**src/rtl/async_rx_pkg.sv**
```systemverilog
// Package: shared encodings and helpers for the asynchronous receiver.
// Assumes rate codes and state encodings are used only inside this block.
package async_rx_pkg;

    localparam logic [1:0] RATE_X1  = 2'd0;
    localparam logic [1:0] RATE_X16 = 2'd1;

    typedef enum logic [2:0] {
        ST_IDLE,
        ST_START,
        ST_DATA,
        ST_PAR,
        ST_STOP,
        ST_MARK
    } rx_state_t;

    // Ticks per bit for a rate code; mid and hi are the oversampled ratios.
    function automatic int unsigned ratio_of(input logic [1:0] code,
                                             input int unsigned mid,
                                             input int unsigned hi);
        if (code == RATE_X1)
            return 1;
        else if (code == RATE_X16)
            return mid;
        else
            return hi;
    endfunction

endpackage

```
**src/rtl/arx_sync.sv**
```systemverilog
// Module: arx_sync
// Brings the asynchronous serial line into the clock domain through a
// chain of flops. Assumes STAGES >= 2; the chain resets to the idle level (1).
module arx_sync #(
    parameter int STAGES = 2
) (
    input  logic clk,
    input  logic rst_n,
    input  logic d,
    output logic q
);

    logic [STAGES-1:0] chain;

    // Shift the line value through the synchronizer chain.
    always_ff @(posedge clk) begin
        if (!rst_n)
            chain <= '1;
        else
            chain <= {chain[STAGES-2:0], d};
    end

    assign q = chain[STAGES-1];

endmodule

```
**src/rtl/arx_framer.sv**
```systemverilog
// Module: arx_framer
// Finds start bits, confirms them at mid-bit, and samples data, parity and
// stop bits at the selected ratio. Emits a one-cycle done strobe with the
// assembled character and its error bits. Assumes configuration inputs are
// held stable while a frame is in flight, and that rxd is already synchronized.
module arx_framer
    import async_rx_pkg::*;
#(
    parameter int DATA_W    = 8,
    parameter int MID_RATIO = 16,
    parameter int HI_RATIO  = 64
) (
    input  logic              clk,
    input  logic              rst_n,
    input  logic              samp_en,
    input  logic [1:0]        rate_sel,
    input  logic [1:0]        char_len,
    input  logic              par_en,
    input  logic              par_odd,
    input  logic              rxd,
    output logic              done,
    output logic [DATA_W-1:0] char_data,
    output logic              char_perr,
    output logic              char_ferr
);

    localparam int CNT_W   = $clog2(HI_RATIO + 1);
    localparam int IDX_W   = $clog2(DATA_W + 1);
    localparam int MIN_LEN = DATA_W - 3;

    rx_state_t         state;
    logic [CNT_W-1:0]  cnt;
    logic [IDX_W-1:0]  bit_idx;
    logic [DATA_W-1:0] shreg;
    logic              pbit;

    logic [CNT_W-1:0]  full_cnt;
    logic [CNT_W-1:0]  half_cnt;
    logic [IDX_W-1:0]  nbits;
    logic              at_full;
    logic              is_x1;

    // Derive bit period, half period and character length from configuration.
    always_comb begin
        full_cnt = CNT_W'(ratio_of(rate_sel, MID_RATIO, HI_RATIO));
        half_cnt = CNT_W'(ratio_of(rate_sel, MID_RATIO, HI_RATIO) / 2);
        nbits    = IDX_W'(MIN_LEN) + IDX_W'(char_len);
        at_full  = (cnt == full_cnt);
        is_x1    = (rate_sel == RATE_X1);
    end

    // Frame state machine: hunt, confirm, sample bits, check stop, await mark.
    always_ff @(posedge clk) begin
        if (!rst_n) begin
            state   <= ST_IDLE;
            cnt     <= '0;
            bit_idx <= '0;
            shreg   <= '0;
            pbit    <= 1'b0;
        end else if (samp_en) begin
            case (state)
                ST_IDLE: begin
                    if (!rxd) begin
                        cnt     <= CNT_W'(1);
                        bit_idx <= '0;
                        shreg   <= '0;
                        pbit    <= 1'b0;
                        state   <= is_x1 ? ST_DATA : ST_START;
                    end
                end
                ST_START: begin
                    if (cnt == half_cnt) begin
                        cnt   <= CNT_W'(1);
                        state <= rxd ? ST_IDLE : ST_DATA;
                    end else begin
                        cnt <= cnt + CNT_W'(1);
                    end
                end
                ST_DATA: begin
                    if (at_full) begin
                        shreg   <= {rxd, shreg[DATA_W-1:1]};
                        cnt     <= CNT_W'(1);
                        bit_idx <= bit_idx + IDX_W'(1);
                        if (bit_idx == nbits - IDX_W'(1))
                            state <= par_en ? ST_PAR : ST_STOP;
                    end else begin
                        cnt <= cnt + CNT_W'(1);
                    end
                end
                ST_PAR: begin
                    if (at_full) begin
                        pbit  <= rxd;
                        cnt   <= CNT_W'(1);
                        state <= ST_STOP;
                    end else begin
                        cnt <= cnt + CNT_W'(1);
                    end
                end
                ST_STOP: begin
                    if (at_full) begin
                        cnt   <= CNT_W'(1);
                        state <= rxd ? ST_IDLE : ST_MARK;
                    end else begin
                        cnt <= cnt + CNT_W'(1);
                    end
                end
                ST_MARK: begin
                    if (rxd)
                        state <= ST_IDLE;
                end
                default: state <= ST_IDLE;
            endcase
        end
    end

    // Right-align the character and evaluate parity and stop-bit errors.
    always_comb begin
        done      = samp_en && (state == ST_STOP) && at_full;
        char_data = shreg >> (IDX_W'(DATA_W) - nbits);
        char_perr = par_en & ((^char_data) ^ pbit ^ par_odd);
        char_ferr = ~rxd;
    end

endmodule

```
**src/rtl/arx_status.sv**
```systemverilog
// Module: arx_status
// Holds the received character for the host, the ready flag and the sticky
// error flags. Assumes done is a single-cycle strobe. A load wins over a
// read in the same cycle, and a new error wins over a clear.
module arx_status #(
    parameter int DATA_W = 8
) (
    input  logic              clk,
    input  logic              rst_n,
    input  logic              done,
    input  logic [DATA_W-1:0] char_data,
    input  logic              char_perr,
    input  logic              char_ferr,
    input  logic              rd_pulse,
    input  logic              err_clr,
    output logic [DATA_W-1:0] rx_data,
    output logic              rx_ready,
    output logic              par_err,
    output logic              frm_err,
    output logic              ovr_err
);

    // Load the holding register and track whether it has been read.
    always_ff @(posedge clk) begin
        if (!rst_n) begin
            rx_data  <= '0;
            rx_ready <= 1'b0;
        end else if (done) begin
            rx_data  <= char_data;
            rx_ready <= 1'b1;
        end else if (rd_pulse) begin
            rx_ready <= 1'b0;
        end
    end

    // Accumulate sticky error flags until the host clears them.
    always_ff @(posedge clk) begin
        if (!rst_n) begin
            par_err <= 1'b0;
            frm_err <= 1'b0;
            ovr_err <= 1'b0;
        end else begin
            par_err <= (par_err & ~err_clr) | (done & char_perr);
            frm_err <= (frm_err & ~err_clr) | (done & char_ferr);
            ovr_err <= (ovr_err & ~err_clr) | (done & rx_ready & ~rd_pulse);
        end
    end

endmodule

```
**src/rtl/arx_break.sv**
```systemverilog
// Module: arx_break
// Counts consecutive low sample ticks on the synchronized line and flags a
// break once a whole frame time has passed. Assumes rxd is synchronized;
// the flag and count drop on the first cycle the line is high.
module arx_break
    import async_rx_pkg::*;
#(
    parameter int DATA_W    = 8,
    parameter int MID_RATIO = 16,
    parameter int HI_RATIO  = 64
) (
    input  logic       clk,
    input  logic       rst_n,
    input  logic       samp_en,
    input  logic [1:0] rate_sel,
    input  logic [1:0] char_len,
    input  logic       par_en,
    input  logic       rxd,
    output logic       brk_det
);

    localparam int BRK_W   = $clog2(HI_RATIO * (DATA_W + 3) + 1);
    localparam int MIN_LEN = DATA_W - 3;

    logic [BRK_W-1:0] low_cnt;
    logic [BRK_W-1:0] frame_ticks;

    // Frame time in ticks: start + data + parity + stop, times the ratio.
    always_comb begin
        frame_ticks = (BRK_W'(2 + MIN_LEN) + BRK_W'(char_len) + BRK_W'(par_en))
                    * BRK_W'(ratio_of(rate_sel, MID_RATIO, HI_RATIO));
    end

    // Count low ticks and raise the break flag at the frame boundary.
    always_ff @(posedge clk) begin
        if (!rst_n) begin
            low_cnt <= '0;
            brk_det <= 1'b0;
        end else if (rxd) begin
            low_cnt <= '0;
            brk_det <= 1'b0;
        end else if (samp_en && !brk_det) begin
            low_cnt <= low_cnt + BRK_W'(1);
            if (low_cnt == frame_ticks - BRK_W'(1))
                brk_det <= 1'b1;
        end
    end

endmodule

```
**src/rtl/async_rx_core.sv**
```systemverilog
// Module: async_rx_core
// Top of the asynchronous receiver: synchronizer, framer, host holding
// register with sticky errors, and break detector. Assumes samp_en pulses
// at the selected multiple of the baud rate and configuration is static
// while characters are in flight.
module async_rx_core #(
    parameter int DATA_W      = 8,
    parameter int MID_RATIO   = 16,
    parameter int HI_RATIO    = 64,
    parameter int SYNC_STAGES = 2
) (
    input  logic              clk,
    input  logic              rst_n,
    input  logic              samp_en,
    input  logic [1:0]        rate_sel,
    input  logic [1:0]        char_len,
    input  logic              par_en,
    input  logic              par_odd,
    input  logic              rxd,
    input  logic              rd_pulse,
    input  logic              err_clr,
    output logic [DATA_W-1:0] rx_data,
    output logic              rx_ready,
    output logic              par_err,
    output logic              frm_err,
    output logic              ovr_err,
    output logic              brk_det
);

    logic              rxd_s;
    logic              char_done;
    logic [DATA_W-1:0] char_data;
    logic              char_perr;
    logic              char_ferr;

    arx_sync #(.STAGES(SYNC_STAGES)) i_sync (
        .clk   (clk),
        .rst_n (rst_n),
        .d     (rxd),
        .q     (rxd_s)
    );

    arx_framer #(
        .DATA_W    (DATA_W),
        .MID_RATIO (MID_RATIO),
        .HI_RATIO  (HI_RATIO)
    ) i_framer (
        .clk       (clk),
        .rst_n     (rst_n),
        .samp_en   (samp_en),
        .rate_sel  (rate_sel),
        .char_len  (char_len),
        .par_en    (par_en),
        .par_odd   (par_odd),
        .rxd       (rxd_s),
        .done      (char_done),
        .char_data (char_data),
        .char_perr (char_perr),
        .char_ferr (char_ferr)
    );

    arx_status #(.DATA_W(DATA_W)) i_status (
        .clk       (clk),
        .rst_n     (rst_n),
        .done      (char_done),
        .char_data (char_data),
        .char_perr (char_perr),
        .char_ferr (char_ferr),
        .rd_pulse  (rd_pulse),
        .err_clr   (err_clr),
        .rx_data   (rx_data),
        .rx_ready  (rx_ready),
        .par_err   (par_err),
        .frm_err   (frm_err),
        .ovr_err   (ovr_err)
    );

    arx_break #(
        .DATA_W    (DATA_W),
        .MID_RATIO (MID_RATIO),
        .HI_RATIO  (HI_RATIO)
    ) i_break (
        .clk      (clk),
        .rst_n    (rst_n),
        .samp_en  (samp_en),
        .rate_sel (rate_sel),
        .char_len (char_len),
        .par_en   (par_en),
        .rxd      (rxd_s),
        .brk_det  (brk_det)
    );

endmodule

```
**config.mk**
```make
export PLATFORM = sky130hd
export DESIGN_NAME = async_rx_core
export DESIGN_NICKNAME = d
export VERILOG_FILES = /design/src/rtl/async_rx_pkg.sv /design/src/rtl/arx_sync.sv /design/src/rtl/arx_framer.sv /design/src/rtl/arx_status.sv /design/src/rtl/arx_break.sv /design/src/rtl/async_rx_core.sv
export SDC_FILE = /design/constraint.sdc
export NUM_CORES = 1
export LEC_CHECK = 0
export CAP_MARGIN = 30
export CORE_AREA = 4 4 82 115
export CTS_CLUSTER_SIZE = 20
export DETAILED_ROUTE_END_ITERATION = 7
export DIE_AREA = 0 0 86 119
export GPL_TIMING_DRIVEN = 0
export HOLD_SLACK_MARGIN = 0.02
export PLACE_DENSITY = 0.66
export SLEW_MARGIN = 20
export SYNTH_ARGS = -nofsm -noshare
export SYNTH_HDL_FRONTEND = slang
export SYNTH_SLANG_ARGS = --single-unit
```
**constraint.sdc**
```tcl
create_clock -name clk -period 6 [get_ports clk]
set_clock_uncertainty 0.2 [all_clocks]
set_input_delay 1.5 -clock clk [delete_from_list [all_inputs] [get_ports clk]]
set_output_delay 1.5 -clock clk [all_outputs]
set_load 0.05 [all_outputs]
```
==> run metrics, run 1 <==
Finished Layout Cells 508; Flop pwr share 37.0%; endpoints failing hold 0; Core ar. 0.00846 mm2; share of synthesized registers carrying an async set or reset 0%; FMAX 0.174 GHz; Worst Setup SP char_len[0]; Peak VDD IR 0.136 mV; Req. time, crit path 6.02 ns; Sw Share 28.5%; clk slew on worst S/H paths 0.07 ns; Post-Syn Area 0.00330 mm2; Mapped Nets 414; total clock buffers created by CTS 5; worst hold slack 0.205 ns; largest net degree at the start of global routing 15; Skew-Pair Late Insertion Delay 0.29 ns; postcts setup bufs 0; final core occ 45.5%; DP Cell Count 499; P&R area growth vs syn 16.5%; gr ovfl total 0; WHS Path Cells 1; clock network fraction of total power 37.8%; arrival time at the worst endpoint 5.76 ns; initial antenna violation count 0; max-cap violations 0; Final min period 5.74 ns; ys flop type dfxtp_1; Setup TNS Final 0 ns; DR iter-0 viols 160; Rel. slew slack 59.4%; routed wire length 6.85 mm; global-route wire length before repair 11.9 mm; # diodes 0; die area 0.0102 mm2; clock tree from TritonCTS done; layout cells sized above 1 7.20%; combinational share of power 25.2%; Post-synth EDFFs 0; die width 86 um; R2R cell count 6; status finished clean; CTS Hold Bufs 0; Die H 119 um; Cell variety after synth 57; reg2reg end i_framer.cnt[0]$_SDFFE_PN0P_; dpl cell area 0.00365 mm2; Final #Nets 444; I/O Pins 25; worst reg-to-reg setup slack 3.47 ns; most used cell, CP ha_1; CP peak stage delay 0.53 ns; Root Buffer clkbuf_16; Rows 40; GPL Wtd Cong 0.805; Syn Area/Cell 8.88 um2; total power draw 905 uW; vias per inst 5.26; worst r2r src i_framer.cnt[4]$_SDFFE_PN0P_; post-CTS sizing 0; final worst slack 0.262 ns; Synth warnings 0; # setup viols final 0; hpwl dp 5.25 mm; Net Switching 258 uW; CTS HTree Levels 2; drt first pass iters 4; synthesized flop and latch total 48; HP Class reg -> reg; CP Class in -> reg; final worst-path cycle share 95.6%; worst slew pin tran 0.602 ns; Cell Int Power 647 uW; Crit. End Element register; register area share after synthesis 29.1%; Buffers on Ports 22; initial core utilization 39.1%; post-route ant nets 0; Pwr Density 235 mW/mm2; Clock Path Buffers 2; clock sinks 48; crit-path cells clkdlybuf4s50_1 -> clkbuf_4 -> inv_1 -> ha_2 -> buf_4 -> inv_1 -> ha_1 -> nand2_1 -> fa_1 -> ha_1 -> ha_1 -> ha_1 -> a31oi_1 -> xnor2_1 -> nor4_1 -> o21ai_0 -> o22ai_1; GRT Total Usage 14.4%; worst hold start i_sync.chain[0]$_SDFF_PN1_; drt drc 0; post-route design area 0.00385 mm2; RSZ-0062 raised after global routing no; Leak 1.53 nW; Placement Setup Slack -0.133 ns; CP max stage cell clkdlybuf4s50_1; number of global-route vias before repair 2,633; via count 2,673; post-DR wirelength/cell 13.5 um; Worst Path Max Fanout 10; final max-slew violation count 0; Mapped Cells 372; critical path startpoint category input port; WHS Endpoint i_sync.chain[1]$_SDFF_PN1_
[sequential cells by signal, indices dropped and copies added (netlist names)]
name / flops
i_status.frm_err: 1
i_framer.shreg: 8
i_framer.state: 3
i_framer.cnt: 7
i_status.rx_ready: 1
i_break.low_cnt: 10
i_status.par_err: 1
i_status.ovr_err: 1
i_break.brk_det: 1
i_framer.pbit: 1
i_status.rx_data: 8
i_sync.chain: 2
i_framer.bit_idx: 4
[layout by cell type, fill, tap and decap left out, types with 2 or more instances in the layout]
cell,Yosys,routed
dfxtp_1,48,48
nor3b_1,3,3
a21boi_1,2,2
nand3_1,9,9
mux2i_1,14,14
nand2_1,30,30
a21boi_0,16,16
xnor2_1,26,26
and2_1,4,4
clkbuf_8,0,2
inv_1,17,17
o31ai_1,3,3
buf_4,2,2
a31oi_1,3,3
clkbuf_1,11,11
or2_2,2,2
and3_1,10,10
xor2_1,21,21
a221oi_1,3,3
clkdlybuf4s50_1,0,22
o21ai_0,9,9
nand2b_1,9,9
nor2b_1,6,6
mux4_2,5,5
a21o_1,4,4
buf_2,3,2
clkbuf_16,0,5
nor3_1,2,2
o41ai_1,2,2
nand3b_1,4,4
nor2_1,36,36
ha_1,29,28
a21oi_1,11,11
o22ai_1,2,2
[final cells by class]
cell class / count / area [um2]
Clock buffer: 7 / 153
Inverter: 17 / 63.8
Tap cell: 105 / 131
Timing Repair Buffer: 23 / 225
Sequential cell: 48 / 961
Clock inverter: 1 / 30.0
Fill cell: 823 / 4610
Multi-Input combinational cell: 290 / 2210
Buffer: 17 / 77.6
[per-layer routing]
| layer | wire length (um) | GRT usage (%) | vias to the layer above |
|---|---|---|---|
| met5 | 0 | 0 | - |
| met4 | 146 | 6.24 | 0 |
| met3 | 258 | 3.18 | 9 |
| met2 | 3570 | 25.5 | 39 |
| met1 | 2870 | 16.1 | 1265 |
| li1 | - | - | 1360 |
[synthesized netlist by cell type, types with 3 or more instances]
cell type  number  area share [%]
inv_1          17             1.9
nand3_1         9             1.4
mux2i_1        14             4.2
a21o_1          4            0.91
xor2_1         21             5.6
a21boi_0       16             3.6
buf_2           3            0.45
o31ai_1         3            0.68
nor2_1         36             4.1
a21oi_1        11             1.7
nor3b_1         3            0.68
clkbuf_1       11             1.3
and2_1          4            0.76
nand2b_1        9             1.7
nor2b_1         6             1.1
dfxtp_1        48              29
a221oi_1        3            0.80
xnor2_1        26             6.9
ha_1           29              11
and3_1         10             1.9
o21ai_0         9             1.4
nand2_1        30             3.4
nand3b_1        4            0.91
a31oi_1         3            0.57
mux4_2          5             3.4
[how the worst max path moves through the flow]
stage	end	depth (start not counted)
4_1_cts	i_break.brk_det$_SDFFE_PP0P_	17
6_report	i_break.brk_det$_SDFFE_PP0P_	17
3_3_place_gp	i_break.brk_det$_SDFFE_PP0P_	16
5_1_grt	i_break.brk_det$_SDFFE_PP0P_	17
2_1_floorplan	i_break.brk_det$_SDFFE_PP0P_	15
3_5_place_dp	i_break.brk_det$_SDFFE_PP0P_	17
[worst max-delay path, delay by kind of cell]
family          cells  cell delay, ns
fa+ha+maj           6            2.10
buf+inv             5            1.17
compound gates      3            0.50
simple gates        2            0.39
xor+xnor            1            0.08
[kinds of logic (layout without fill, tap and decap cells)]
logic type	count (synthesis)	after routing	synth area share (%)
and+or+nand+nor	126	126	19.8
AOI/OAI and AO/OA	67	67	14.8
DFF	48	48	29.1
xor gates and xnor gates	47	47	12.5
buffers and inverters	34	65	4.20
adders and majority gates	30	30	11.6
muxes	20	20	7.99
[power by group through the flow]
stage / Combinational (mW) / Clock [mW] / Sequential [mW]
after floorplan: 0.178 / 0 / 0.341
after CTS: 0.228 / 0.351 / 0.334
after global routing: 0.257 / 0.366 / 0.335
after detailed placement: 0.227 / 0 / 0.341
after global placement: 0.222 / 0 / 0.341
final: 0.228 / 0.342 / 0.334
Note: power is estimated with default switching activity, not from simulation.
==> run 2: changes to the inputs <==
--- a/config.mk
+++ b/config.mk
@@ -5,11 +5,12 @@
 export SDC_FILE = /design/constraint.sdc
 export NUM_CORES = 1
 export LEC_CHECK = 0
+export ABC_AREA = 1
 export CAP_MARGIN = 30
-export CORE_AREA = 4 4 82 115
+export CORE_AREA = 4 4 86 120
 export CTS_CLUSTER_SIZE = 20
 export DETAILED_ROUTE_END_ITERATION = 7
-export DIE_AREA = 0 0 86 119
+export DIE_AREA = 0 0 90 124
 export GPL_TIMING_DRIVEN = 0
 export HOLD_SLACK_MARGIN = 0.02
 export PLACE_DENSITY = 0.66
==> run 2 against run 1 <==
Final area increased by 8.0%. Largest cell class unchanged. Highest routed layer unchanged. Critical path type unchanged. Combinational power increased by 99%. Sequential cell count unchanged. Routed wire length increased by 27%. Register-to-register slack improved by 0.49 ns.
==> run metrics, run 2 <==
number of global-route vias before repair 3,534 (was 2,633); top cell type by total area after synthesis dfxtp_1 (unchanged); die area 0.0112 mm2 (was 0.0102 mm2); largest reg by FF count i_break.low_cnt (unchanged); area share of the leading cell type in the synthesized netlist 26.5% (was 29.1%); worst slew pin tran 0.553 ns (was 0.602 ns); CP peak stage delay 0.51 ns (was 0.53 ns); # diodes 0 (unchanged); register area share after synthesis 26.5% (was 29.1%); max FFs per register 10 (unchanged); Core ar. 0.00930 mm2 (was 0.00846 mm2); RSZ-0062 raised after global routing no (unchanged); synthesized flop and latch total 48 (unchanged); drt drc 0 (unchanged); largest registers i_break.low_cnt x10, i_framer.shreg x8, i_status.rx_data x8 (unchanged); filler instances 977 (was 823); initial core utilization 39.0% (was 39.1%); Leak 1.98 nW (was 1.53 nW); Cell variety after synth 38 (was 57); most common cell after layout, fill and taps aside nand2_1 (was dfxtp_1); Die H 124 um (was 119 um); endpoints failing hold 0 (unchanged); post-DR wirelength/cell 12.2 um (was 13.5 um); Top delay family on crit path adder cells (unchanged); routed wire length 8.69 mm (was 6.85 mm); largest net degree at the start of global routing 15 (unchanged); most frequent cell after synthesis nand2_1 (was dfxtp_1); Rel. slew slack 63.2% (was 59.4%); layout cells sized above 1 6.31% (was 7.20%); total clock buffers created by CTS 5 (unchanged); multi-input combinational cell area 0.00233 mm2 (was 0.00221 mm2); HP Class reg -> reg (unchanged); share of synthesized registers carrying an async set or reset 0% (unchanged); post-route design area 0.00416 mm2 (was 0.00385 mm2); Req. time, crit path 6.02 ns (about the same); crit-path cells clkdlybuf4s50_1 -> buf_4 -> inv_2 -> buf_4 -> ha_4 -> inv_1 -> ha_1 -> nand2_1 -> fa_1 -> ha_1 -> ha_1 -> ha_1 -> nand2_1 -> o21bai_1 -> xor2_1 -> nand3_1 -> nor2_1 -> nand2_1 -> a21oi_1 (was clkdlybuf4s50_1 -> clkbuf_4 -> inv_1 -> ha_2 -> buf_4 -> inv_1 -> ha_1 -> nand2_1 -> fa_1 -> ha_1 -> ha_1 -> ha_1 -> a31oi_1 -> xnor2_1 -> nor4_1 -> o21ai_0 -> o22ai_1); FMAX 0.181 GHz (was 0.174 GHz); FF+latch area 961 um2 (unchanged); CTS HTree Levels 2 (unchanged); Clock Path Buffers 2 (unchanged); Worst Path Max Fanout 12 (was 10); Peak VDD IR 0.132 mV (was 0.136 mV); Final min period 5.52 ns (was 5.74 ns); Post-Syn Area 0.00363 mm2 (was 0.00330 mm2); Mapped Cells 571 (was 372); clock sinks 48 (unchanged); clk slew on worst S/H paths 0.07 ns (about the same); critical path startpoint category input port (unchanged); I/O Pins 25 (unchanged); Pwr Density 265 mW/mm2 (was 235 mW/mm2); # setup viols final 0 (unchanged); Rows 42 (was 40); postcts setup bufs 0 (unchanged); Finished Layout Cells 712 (was 508); dpl cell area 0.00400 mm2 (was 0.00365 mm2); Crit. End Element register (unchanged); status finished clean (unchanged); hpwl dp 6.89 mm (was 5.25 mm); DP Cell Count 705 (was 499); clock tree from TritonCTS done (unchanged); final max-slew violation count 0 (unchanged); Buffers on Ports 24 (was 22); P&R area growth vs syn 14.6% (was 16.5%); post-route ant nets 0 (unchanged); top post-synthesis cells by count nand2_1 (192), inv_1 (68), nor2_1 (53) (was dfxtp_1 (48), nor2_1 (36), nand2_1 (30)); Root Buffer clkbuf_16 (unchanged); largest cells by area after synthesis dfxtp_1 (27%), nand2_1 (20%), ha_1 (10%), inv_1 (7.0%), nor2_1 (5.5%) (was dfxtp_1 (29%), ha_1 (11%), xnor2_1 (6.9%), xor2_1 (5.6%), mux2i_1 (4.2%)); CP Class in -> reg (unchanged); max-cap violations 0 (unchanged); via count 3,651 (was 2,673); GPL Wtd Cong 0.888 (was 0.805); final core occ 44.7% (was 45.5%); Synth warnings 0 (unchanged); vias per inst 5.13 (was 5.26); ys flop type dfxtp_1 (unchanged); die width 90 um (was 86 um); global-route wire length before repair 14.9 mm (was 11.9 mm); most frequent cells in the layout nand2_1 (192), inv_1 (68), nor2_1 (53), dfxtp_1 (48), nand3_1 (39) (was dfxtp_1 (48), nor2_1 (36), nand2_1 (30), ha_1 (28), xnor2_1 (26)); GRT Total Usage 16.3% (was 14.4%); Post-synth EDFFs 0 (unchanged); gr ovfl total 0 (unchanged); total power draw 1.10 mW (was 905 uW); Skew-Pair Late Insertion Delay 0.29 ns (about the same); DR iter-0 viols 168 (was 160); worst hold slack 0.216 ns (was 0.205 ns); final worst-path cycle share 92.0% (was 95.6%); Final #Nets 644 (was 444); initial antenna violation count 0 (unchanged); most used cell, CP ha_1 (unchanged); arrival time at the worst endpoint 5.54 ns (was 5.76 ns); worst path bufs/invs 5 (unchanged); drt first pass iters 5 (was 4); Mapped Nets 613 (was 414); CP max stage cell clkdlybuf4s50_1 (unchanged); Syn Area/Cell 6.35 um2 (was 8.88 um2)
-- run 2: cell types whose count changed in the layout (fill, tap and decap cells not counted), moves of 10 or more --
cell	before	now
inv_1	17	68
xor2_1	21	11
and3_1	10	0
nand2_1	30	192
nand3_1	9	39
a21boi_0	16	0
xnor2_1	26	3
mux2i_1	14	0
nor2_1	36	53
a21oi_1	11	33
-- run 2: repair_timing --
action	CTS	global route
resized for setup	0	4
hold buffers	0	0
setup endpoints to repair	0	1
-- run 2: worst reg2reg max path, stage by stage (launching register included) --
cell     delay [ns]
dfxtp_1        0.35
inv_2          0.10
nand2_1        0.07
nor2_1         0.33
inv_2          0.16
o21ai_4        0.24
nand2_4        0.10
buf_6          0.16
o21ai_1        0.15
nor2_2         0.05
-- run 2: cells by family (layout without fill, tap and decap cells) --
| kind of cell | after synthesis | count (layout) | share of synthesized area [%] |
|---|---|---|---|
| fa+ha+maj | 30 | 30 | 10.6 |
| buf+inv | 85 | 116 | 9.63 |
| xor+xnor | 16 | 16 | 4.45 |
| compound gates | 75 | 75 | 11.8 |
| simple gates | 317 | 317 | 37.1 |
| flops | 48 | 48 | 26.5 |
-- run 2: worst paths after layout --
| kind | from | endpoint | slack (ns) | cells after the start |
|---|---|---|---|---|
| max | char_len[0] | i_break.brk_det$_SDFFE_PP0P_ | 0.48 | 19 |
| min | i_sync.chain[0]$_SDFF_PN1_ | i_sync.chain[1]$_SDFF_PN1_ | 0.22 | 1 |
| max reg2reg | i_framer.state[2]$_SDFFE_PN0P_ | i_framer.shreg[7]$_SDFFE_PN0P_ | 3.96 | 9 |
| min reg2reg | i_sync.chain[0]$_SDFF_PN1_ | i_sync.chain[1]$_SDFF_PN1_ | 0.22 | 1 |
-- run 2: power breakdown --
part | switching (mW) | leakage (nW) | internal [mW] | total [mW]
registers | 0.0257 | 0.389 | 0.346 | 0.372
clock network | 0.124 | 0.0657 | 0.152 | 0.276
logic | 0.296 | 1.53 | 0.158 | 0.454
-- run 2: layer usage --
layer  part of all wire [%]  vias up  global-route usage (%)  wire (um)
met3                    2.9       22                    2.24        251
met5                      0        -                       0          0
met2                     52       77                    31.6       4560
met4                    3.4        0                    9.00        293
met1                     41     1663                    17.0       3590
li1                       -     1889                       -          -
-- run 2: area by class of cell --
| class | count | area share (%) |
|---|---|---|
| clock buffers | 5 | 3.01 |
| flip-flops and latches | 48 | 23.1 |
| clock inverters | 2 | 0.301 |
| well taps | 110 | 3.31 |
| inverters | 74 | 6.68 |
| multi-input cells | 438 | 56.0 |
| repair buffers | 24 | 5.78 |
| plain buffers | 11 | 1.78 |
-- run 2: per-stage QoR --
step | setup WS (ns) | setup TNS [ns]
2_1_floorplan | 0.990 | 0
3_3_place_gp | 0.00803 | 0
3_5_place_dp | -0.0555 | -0.0555
4_1_cts | 0.239 | 0
5_1_grt | 0.0882 | 0
6_report | 0.479 | 0
